`src/rtl/bwc_pkg.sv`:
```
`timescale 1ns/1ps
package bwc_pkg;
  // Default geometry: byte lane, eight beats per core line, four beats per word
  localparam int BWC_LANE_W     = 8;
  localparam int BWC_LINE_BEATS = 8;
  localparam int BWC_WORD_BEATS = 4;

  typedef enum logic {
    TX_IDLE  = 1'b0,
    TX_BURST = 1'b1
  } tx_state_e;
endpackage

```
`src/rtl/bwc_serializer.sv`:
```
`timescale 1ns/1ps
module bwc_serializer
  import bwc_pkg::*;
#(
  parameter int LANE_W     = BWC_LANE_W,
  parameter int LINE_BEATS = BWC_LINE_BEATS,
  localparam int LINE_W    = LANE_W * LINE_BEATS,
  localparam int CNT_W     = $clog2(LINE_BEATS)
) (
  input  logic              clk,
  input  logic              rst,
  input  logic              line_valid,
  input  logic [LINE_W-1:0] line_data,
  output logic              line_ready,
  output logic [LANE_W-1:0] ch_data,
  output logic              ch_par,
  output logic              ch_frame,
  output logic              ch_valid
);
  tx_state_e         state;
  logic [CNT_W-1:0]  beat;
  logic [LINE_W-1:0] shreg;
  logic              take;

  assign line_ready = (state == TX_IDLE);
  assign take       = line_valid && line_ready;

  always_ff @(posedge clk) begin
    if (rst) begin
      state    <= TX_IDLE;
      beat     <= '0;
      shreg    <= '0;
      ch_data  <= '0;
      ch_par   <= 1'b0;
      ch_frame <= 1'b0;
      ch_valid <= 1'b0;
    end else if (take) begin
      ch_data  <= line_data[LANE_W-1:0];
      ch_par   <= ^line_data[LANE_W-1:0];
      ch_frame <= 1'b1;
      ch_valid <= 1'b1;
      shreg    <= line_data >> LANE_W;
      beat     <= CNT_W'(1);
      state    <= TX_BURST;
    end else if (state == TX_BURST) begin
      ch_data  <= shreg[LANE_W-1:0];
      ch_par   <= ^shreg[LANE_W-1:0];
      ch_frame <= 1'b0;
      ch_valid <= 1'b1;
      shreg    <= shreg >> LANE_W;
      beat     <= beat + CNT_W'(1);
      if (beat == CNT_W'(LINE_BEATS - 1)) state <= TX_IDLE;
    end else begin
      ch_frame <= 1'b0;
      ch_valid <= 1'b0;
    end
  end

  // Acceptance always closes the door for the following cycle
  assert_accept_blocks_R4: assert property (@(posedge clk) disable iff (rst)
    take |=> !line_ready);

  // A silent lane means the transmitter is free
  assert_idle_ready_R4: assert property (@(posedge clk) disable iff (rst)
    !ch_valid |-> line_ready);

  assert_even_parity_R2: assert property (@(posedge clk) disable iff (rst)
    ch_valid |-> (ch_par == ^ch_data));

  assert_frame_in_burst_R3: assert property (@(posedge clk) disable iff (rst)
    ch_frame |-> ch_valid);

  assert_frame_single_R3: assert property (@(posedge clk) disable iff (rst)
    ch_frame |=> !ch_frame);
endmodule

```
`src/rtl/bwc_deserializer.sv`:
```
`timescale 1ns/1ps
module bwc_deserializer
  import bwc_pkg::*;
#(
  parameter int LANE_W     = BWC_LANE_W,
  parameter int LINE_BEATS = BWC_LINE_BEATS,
  parameter int WORD_BEATS = BWC_WORD_BEATS,
  localparam int WORD_W    = LANE_W * WORD_BEATS,
  localparam int CNT_W     = $clog2(LINE_BEATS),
  localparam int SUB_W     = $clog2(WORD_BEATS),
  localparam int SEL_W     = CNT_W - SUB_W,
  localparam int ACC_W     = WORD_W - LANE_W
) (
  input  logic              clk,
  input  logic              rst,
  input  logic [LANE_W-1:0] in_data,
  input  logic              in_par,
  input  logic              in_frame,
  input  logic              in_valid,
  output logic [WORD_W-1:0] word_data,
  output logic              word_valid,
  output logic [SEL_W-1:0]  word_sel,
  output logic              par_err
);
  logic [CNT_W-1:0] cnt;
  logic [CNT_W-1:0] slot;
  logic [SUB_W-1:0] sub;
  logic [ACC_W-1:0] acc;
  logic             last_of_word;

  // A frame strobe forces this byte to position zero of the burst
  assign slot         = in_frame ? '0 : cnt;
  assign sub          = slot[SUB_W-1:0];
  assign last_of_word = (sub == SUB_W'(WORD_BEATS - 1));

  // One holding register per byte position below the top of the word
  for (genvar g = 0; g < WORD_BEATS - 1; g++) begin : g_lane
    logic [LANE_W-1:0] lane_q;
    always_ff @(posedge clk) begin
      if (rst) lane_q <= '0;
      else if (in_valid && sub == SUB_W'(g)) lane_q <= in_data;
    end
    assign acc[g*LANE_W +: LANE_W] = lane_q;
  end

  always_ff @(posedge clk) begin
    if (rst) begin
      cnt        <= '0;
      word_data  <= '0;
      word_valid <= 1'b0;
      word_sel   <= '0;
      par_err    <= 1'b0;
    end else if (in_valid) begin
      cnt <= slot + CNT_W'(1);
      if (last_of_word) begin
        word_data  <= {in_data, acc};
        word_valid <= 1'b1;
        word_sel   <= slot[CNT_W-1:SUB_W];
      end else begin
        word_valid <= 1'b0;
      end
      if ((^in_data) != in_par) par_err <= 1'b1;
    end else begin
      word_valid <= 1'b0;
    end
  end

  // A word needs several accepted bytes, so pulses never touch
  assert_word_pulse_R5: assert property (@(posedge clk) disable iff (rst)
    word_valid |=> !word_valid);

  assert_err_raise_R8: assert property (@(posedge clk) disable iff (rst)
    (in_valid && ((^in_data) != in_par)) |=> par_err);

  assert_err_sticky_R8: assert property (@(posedge clk) disable iff (rst)
    par_err |=> par_err);

  // Idle beats leave the flag untouched
  assert_idle_ignored_R10: assert property (@(posedge clk) disable iff (rst)
    (!in_valid && !par_err) |=> !par_err);
endmodule

```
`src/rtl/burst_width_conv.sv`:
```
`timescale 1ns/1ps
module burst_width_conv
  import bwc_pkg::*;
#(
  parameter int LANE_W     = BWC_LANE_W,
  parameter int LINE_BEATS = BWC_LINE_BEATS,
  parameter int WORD_BEATS = BWC_WORD_BEATS,
  localparam int LINE_W    = LANE_W * LINE_BEATS,
  localparam int WORD_W    = LANE_W * WORD_BEATS,
  localparam int SEL_W     = $clog2(LINE_BEATS) - $clog2(WORD_BEATS)
) (
  input  logic              clk,
  input  logic              rst,
  input  logic              tx_line_valid,
  input  logic [LINE_W-1:0] tx_line_data,
  output logic              tx_line_ready,
  output logic [LANE_W-1:0] ch_tx_data,
  output logic              ch_tx_par,
  output logic              ch_tx_frame,
  output logic              ch_tx_valid,
  input  logic [LANE_W-1:0] ch_rx_data,
  input  logic              ch_rx_par,
  input  logic              ch_rx_frame,
  input  logic              ch_rx_valid,
  output logic [WORD_W-1:0] rx_word_data,
  output logic              rx_word_valid,
  output logic [SEL_W-1:0]  rx_word_sel,
  output logic              rx_par_err
);
  bwc_serializer #(
    .LANE_W     (LANE_W),
    .LINE_BEATS (LINE_BEATS)
  ) u_tx (
    .clk        (clk),
    .rst        (rst),
    .line_valid (tx_line_valid),
    .line_data  (tx_line_data),
    .line_ready (tx_line_ready),
    .ch_data    (ch_tx_data),
    .ch_par     (ch_tx_par),
    .ch_frame   (ch_tx_frame),
    .ch_valid   (ch_tx_valid)
  );

  bwc_deserializer #(
    .LANE_W     (LANE_W),
    .LINE_BEATS (LINE_BEATS),
    .WORD_BEATS (WORD_BEATS)
  ) u_rx (
    .clk        (clk),
    .rst        (rst),
    .in_data    (ch_rx_data),
    .in_par     (ch_rx_par),
    .in_frame   (ch_rx_frame),
    .in_valid   (ch_rx_valid),
    .word_data  (rx_word_data),
    .word_valid (rx_word_valid),
    .word_sel   (rx_word_sel),
    .par_err    (rx_par_err)
  );
endmodule

```
`config.mk`:
```
export PLATFORM = sky130hd
export DESIGN_NAME = burst_width_conv
export DESIGN_NICKNAME = d
export VERILOG_FILES = /design/src/rtl/bwc_pkg.sv /design/src/rtl/bwc_serializer.sv /design/src/rtl/bwc_deserializer.sv /design/src/rtl/burst_width_conv.sv
export SDC_FILE = /design/constraint.sdc
export NUM_CORES = 1
export LEC_CHECK = 0
export ABC_AREA = 0
export BUFFER_PORTS_ARGS = -buffer_cell sky130_fd_sc_hd__buf_2
export CAP_MARGIN = 0
export CORE_AREA = 2 2 101 103
export DETAILED_ROUTE_END_ITERATION = 12
export DIE_AREA = 0 0 103 105
export GPL_TIMING_DRIVEN = 0
export PLACE_DENSITY = 0.91
export SETUP_SLACK_MARGIN = 0.2
export SLEW_MARGIN = 20
export SYNTH_ARGS = -nofsm -noshare
export SYNTH_HDL_FRONTEND = slang
export SYNTH_HIERARCHICAL = 1
export SYNTH_SLANG_ARGS = --single-unit
```
`constraint.sdc`:
```
create_clock -name clk -period 3.7 [get_ports clk]
set_clock_uncertainty 0.05 [all_clocks]
set_input_delay 0.74 -clock clk [delete_from_list [all_inputs] [get_ports clk]]
set_output_delay 0.74 -clock clk [all_outputs]
set_load 0.01 [all_outputs]
```
==> results.md <==
- PwrDens: just over 500 nW/µm²
- Setup violators final: 0
- Hold_sp: u_rx/word_data[19]
- Total CTS buffers: 17
- Area of the mapped netlist: around 5600 µm²
- Worst-Margin Slew: 0.535 ns
- Largest net degree at the start of global routing: 17
- H-tree levels: 4
- Post-Synth Simple-Gate Area: 18.6%
- TritonCTS clock tree: yes
- DIE AREA: 10800 µm²
- Largest family of logic cells by synthesized area: simple AND/OR/NAND/NOR gates
- Count of pins over their slew limit: 0
- Post-CTS Hold Fix Bufs: 0
- Synth Instances: around 660
- Crit-path cells: inv_1 -> buf_2
- Worst setup EP type: output pin
- Synth area leader: dfxtp_1
- Synth unique cells: 30
- Kind of critical path: reg2out
- DR vias: 5157
- Vias in the first global route: slightly below 5000
- Buf/Inv on CP: 2
- Initial core utilization: between 50 and 60%
- Commonest non-fill, non-tap cell in the layout: buf_2
- First-pass GRT wire length: 23200 µm
- Worst-path clk slew: 0.06 ns
- Worst min-delay path category: reg2reg
- Area of the core: about 9600 µm²
- Final GP Congestion: 0.865
- Synth Area in Compound Gates: 11.4%
- Synth Area in Adders: 1.35%
- Setup_tns: 0 ns
- Placed cell area: ~6300 µm²
- Worst reg2reg path depth: 7
- Synthesis-stage register bit count: 133
- Sinks on the clock net: 133
- Mux cell area share after synthesis: a little under an eighth
- Vias per inst: between 5 and 6
- Final WL: around 15000 µm
- Fin nets: 886
- P_leak: 3.11 nW
- PostCTS Resize Cnt: 0
- Fmax achieved: slightly above 0.5 GHz
- Average wire per standard cell: 15.4 µm
- Top cell type's share of synthesized area: 47.9%
- Hold endpoint: u_rx/word_data[19]
- Reg-to-reg slack, setup: roughly 1.8 ns
- Synth Warn #: 6
- Critical Path Start Type: flop
- Final hold violations: 0
- CTS max path bufs: 2
- WP data required: 2.91 ns
- I/O pin cnt: 125
- Hold Path Cell Cnt: 2
- Status: completed
- GRT Total Usage: approximately 27%
- Grt total ovfl: 0
- Area grow syn2layout: 24.2%
- Row count: 36
- Antenna diodes: 0
- Die width: 103 µm
- Number of port buffers: 121
- Initial antenna violation count: 0
- Syn_nets: about 750
- R2R Path Start: u_rx/cnt[0]
- Worst path max stage delay: roughly 0.37 ns
- Finished Cell Area: 6900 µm²
- Reg2Reg Capture Point: u_rx/g_lane[2].lane_q[2]
- Maximum vdd drop: between 300 and 400 µV
- Critical Path AT: 1.14 ns
- Hpwl dp: 10000 µm
- Layout cell share with drive strength beyond 1: between 20% and 30%
- # DRC: 0
- DRT iter0 DRCs: 244
- Max Cap Violations: 0
- RSZ-0062 raised after global routing: false
- Tcrit/Tclk final: 52.2%
- Most frequent cells in the layout: buf_2 (140), dfxtp_1 (133), nor2_1 (129)
- Clock root buffer: clkbuf_8
- Max Fanout on Critical Path: 4
- Largest delay contributor family on the critical path: flip-flops
- Post-synthesis sequential area ratio: 47.9%
- Die Y: 105 µm
- Minimum clock period: about 1.9 ns
- Max-slew headroom: ~64%
- Final antenna-violating net count: 0
- Post-Synth XOR/XNOR Area: 3.49%
- Syn avg cell area: ~8.4 µm²
- Post-CTS Repair Setup Buffers: 0
- Skew-Pair Late Insertion Delay: 0.52 ns
- First drt pass iteration count: 5
- Top post-synthesis cells by area: dfxtp_1 (48%), mux2i_1 (12%), a21oi_1 (10%), nor2_1 (8.7%), nand2_1 (6.5%)
- CP max stage cell: dfxtp_1
[registers in the layout, indices dropped and copies added (netlist names), 3 cells and up]
name,cells
u_tx/ch_data,8
u_rx/word_data,32
u_tx/shreg,56
u_rx/g_lane.lane_q,24
u_rx/cnt,3
u_tx/beat,3
[synth_stat cells (all sizes together)]
cell type	number
dfxtp	133
nor2	129
a21oi	116
nand2	96
mux2i	65
buf	31
nand3	24
clkbuf	19
xnor2	14
ha	6
inv	5
a211oi	3
and3	3
nor2b	3
xor2	3
o21ai	2
xnor3	2
a22oi	1
and2	1
mux2	1
nand2b	1
nand3b	1
nor3	1
o221ai	1
or2	1
[report_power, final]
part / switching [mW] / total, mW / internal (mW)
registers: 0.0379 / 1.53 / 1.49
clock network: 0.639 / 1.60 / 0.965
logic: 0.223 / 0.389 / 0.166
[kinds of logic after synthesis]
kind of cell	after synthesis
fa+ha+maj	6
xor+xnor	19
mux	66
flops	133
buf+inv	55
compound gates	123
simple gates	260
[metrics by stage]
stage / util [%] / hold slack, ns / worst slack, ns / cells / total power [mW]
global placement: 65.6 / 0.387 / 1.45 / 916 / 1.92
detailed placement: 65.6 / 0.395 / 1.39 / 916 / 1.93
finish: 71.5 / 0.400 / 1.77 / 948 / 3.52
global route: 71.5 / 0.417 / 1.67 / 948 / 3.64
floorplan: - / 0.382 / 1.82 / 662 / 1.81
CTS: 71.5 / 0.400 / 1.76 / 948 / 3.53
[routing by layer]
layer	vias up	wire length (µm)	GRT usage (%)
met3	30	1070	6.56
met2	238	7750	49.8
met1	2406	5580	30.5
met5	-	0	0
met4	0	246	9.96
li1	2483	-	-
[worst min-delay path, stage by stage (launching register included)]
cell	delay, ns
dfxtp_1	0.30
nand2_1	0.05
a21oi_1	0.05
[worst max path at each step]
| stage | cells after the start | endpoint | start | slack, ns |
|---|---|---|---|---|
| 6_report | 2 | tx_line_ready | u_tx/state | 1.77 |
| 5_1_grt | 6 | u_rx/g_lane[1].lane_q[7] | u_rx/cnt[0] | 1.67 |
| 4_1_cts | 2 | tx_line_ready | u_tx/state | 1.76 |
| 3_5_place_dp | 8 | u_rx/word_data[5] | ch_rx_frame | 1.39 |
| 3_3_place_gp | 8 | u_rx/word_data[19] | ch_rx_frame | 1.45 |
| 2_1_floorplan | 7 | u_rx/g_lane[0].lane_q[0] | ch_rx_frame | 1.82 |
[final cells by class]
| cell class | count | area, µm² |
|---|---|---|
| Sequential cell | 133 | 2660 |
| Inverter | 5 | 18.8 |
| Timing Repair Buffer | 121 | 606 |
| Clock inverter | 14 | 154 |
| Tap cell | 133 | 166 |
| Clock buffer | 18 | 418 |
| Multi-Input combinational cell | 474 | 2600 |
| Buffer | 50 | 272 |
| Fill cell | 710 | 2740 |
Power figures use the tool's default switching activity.
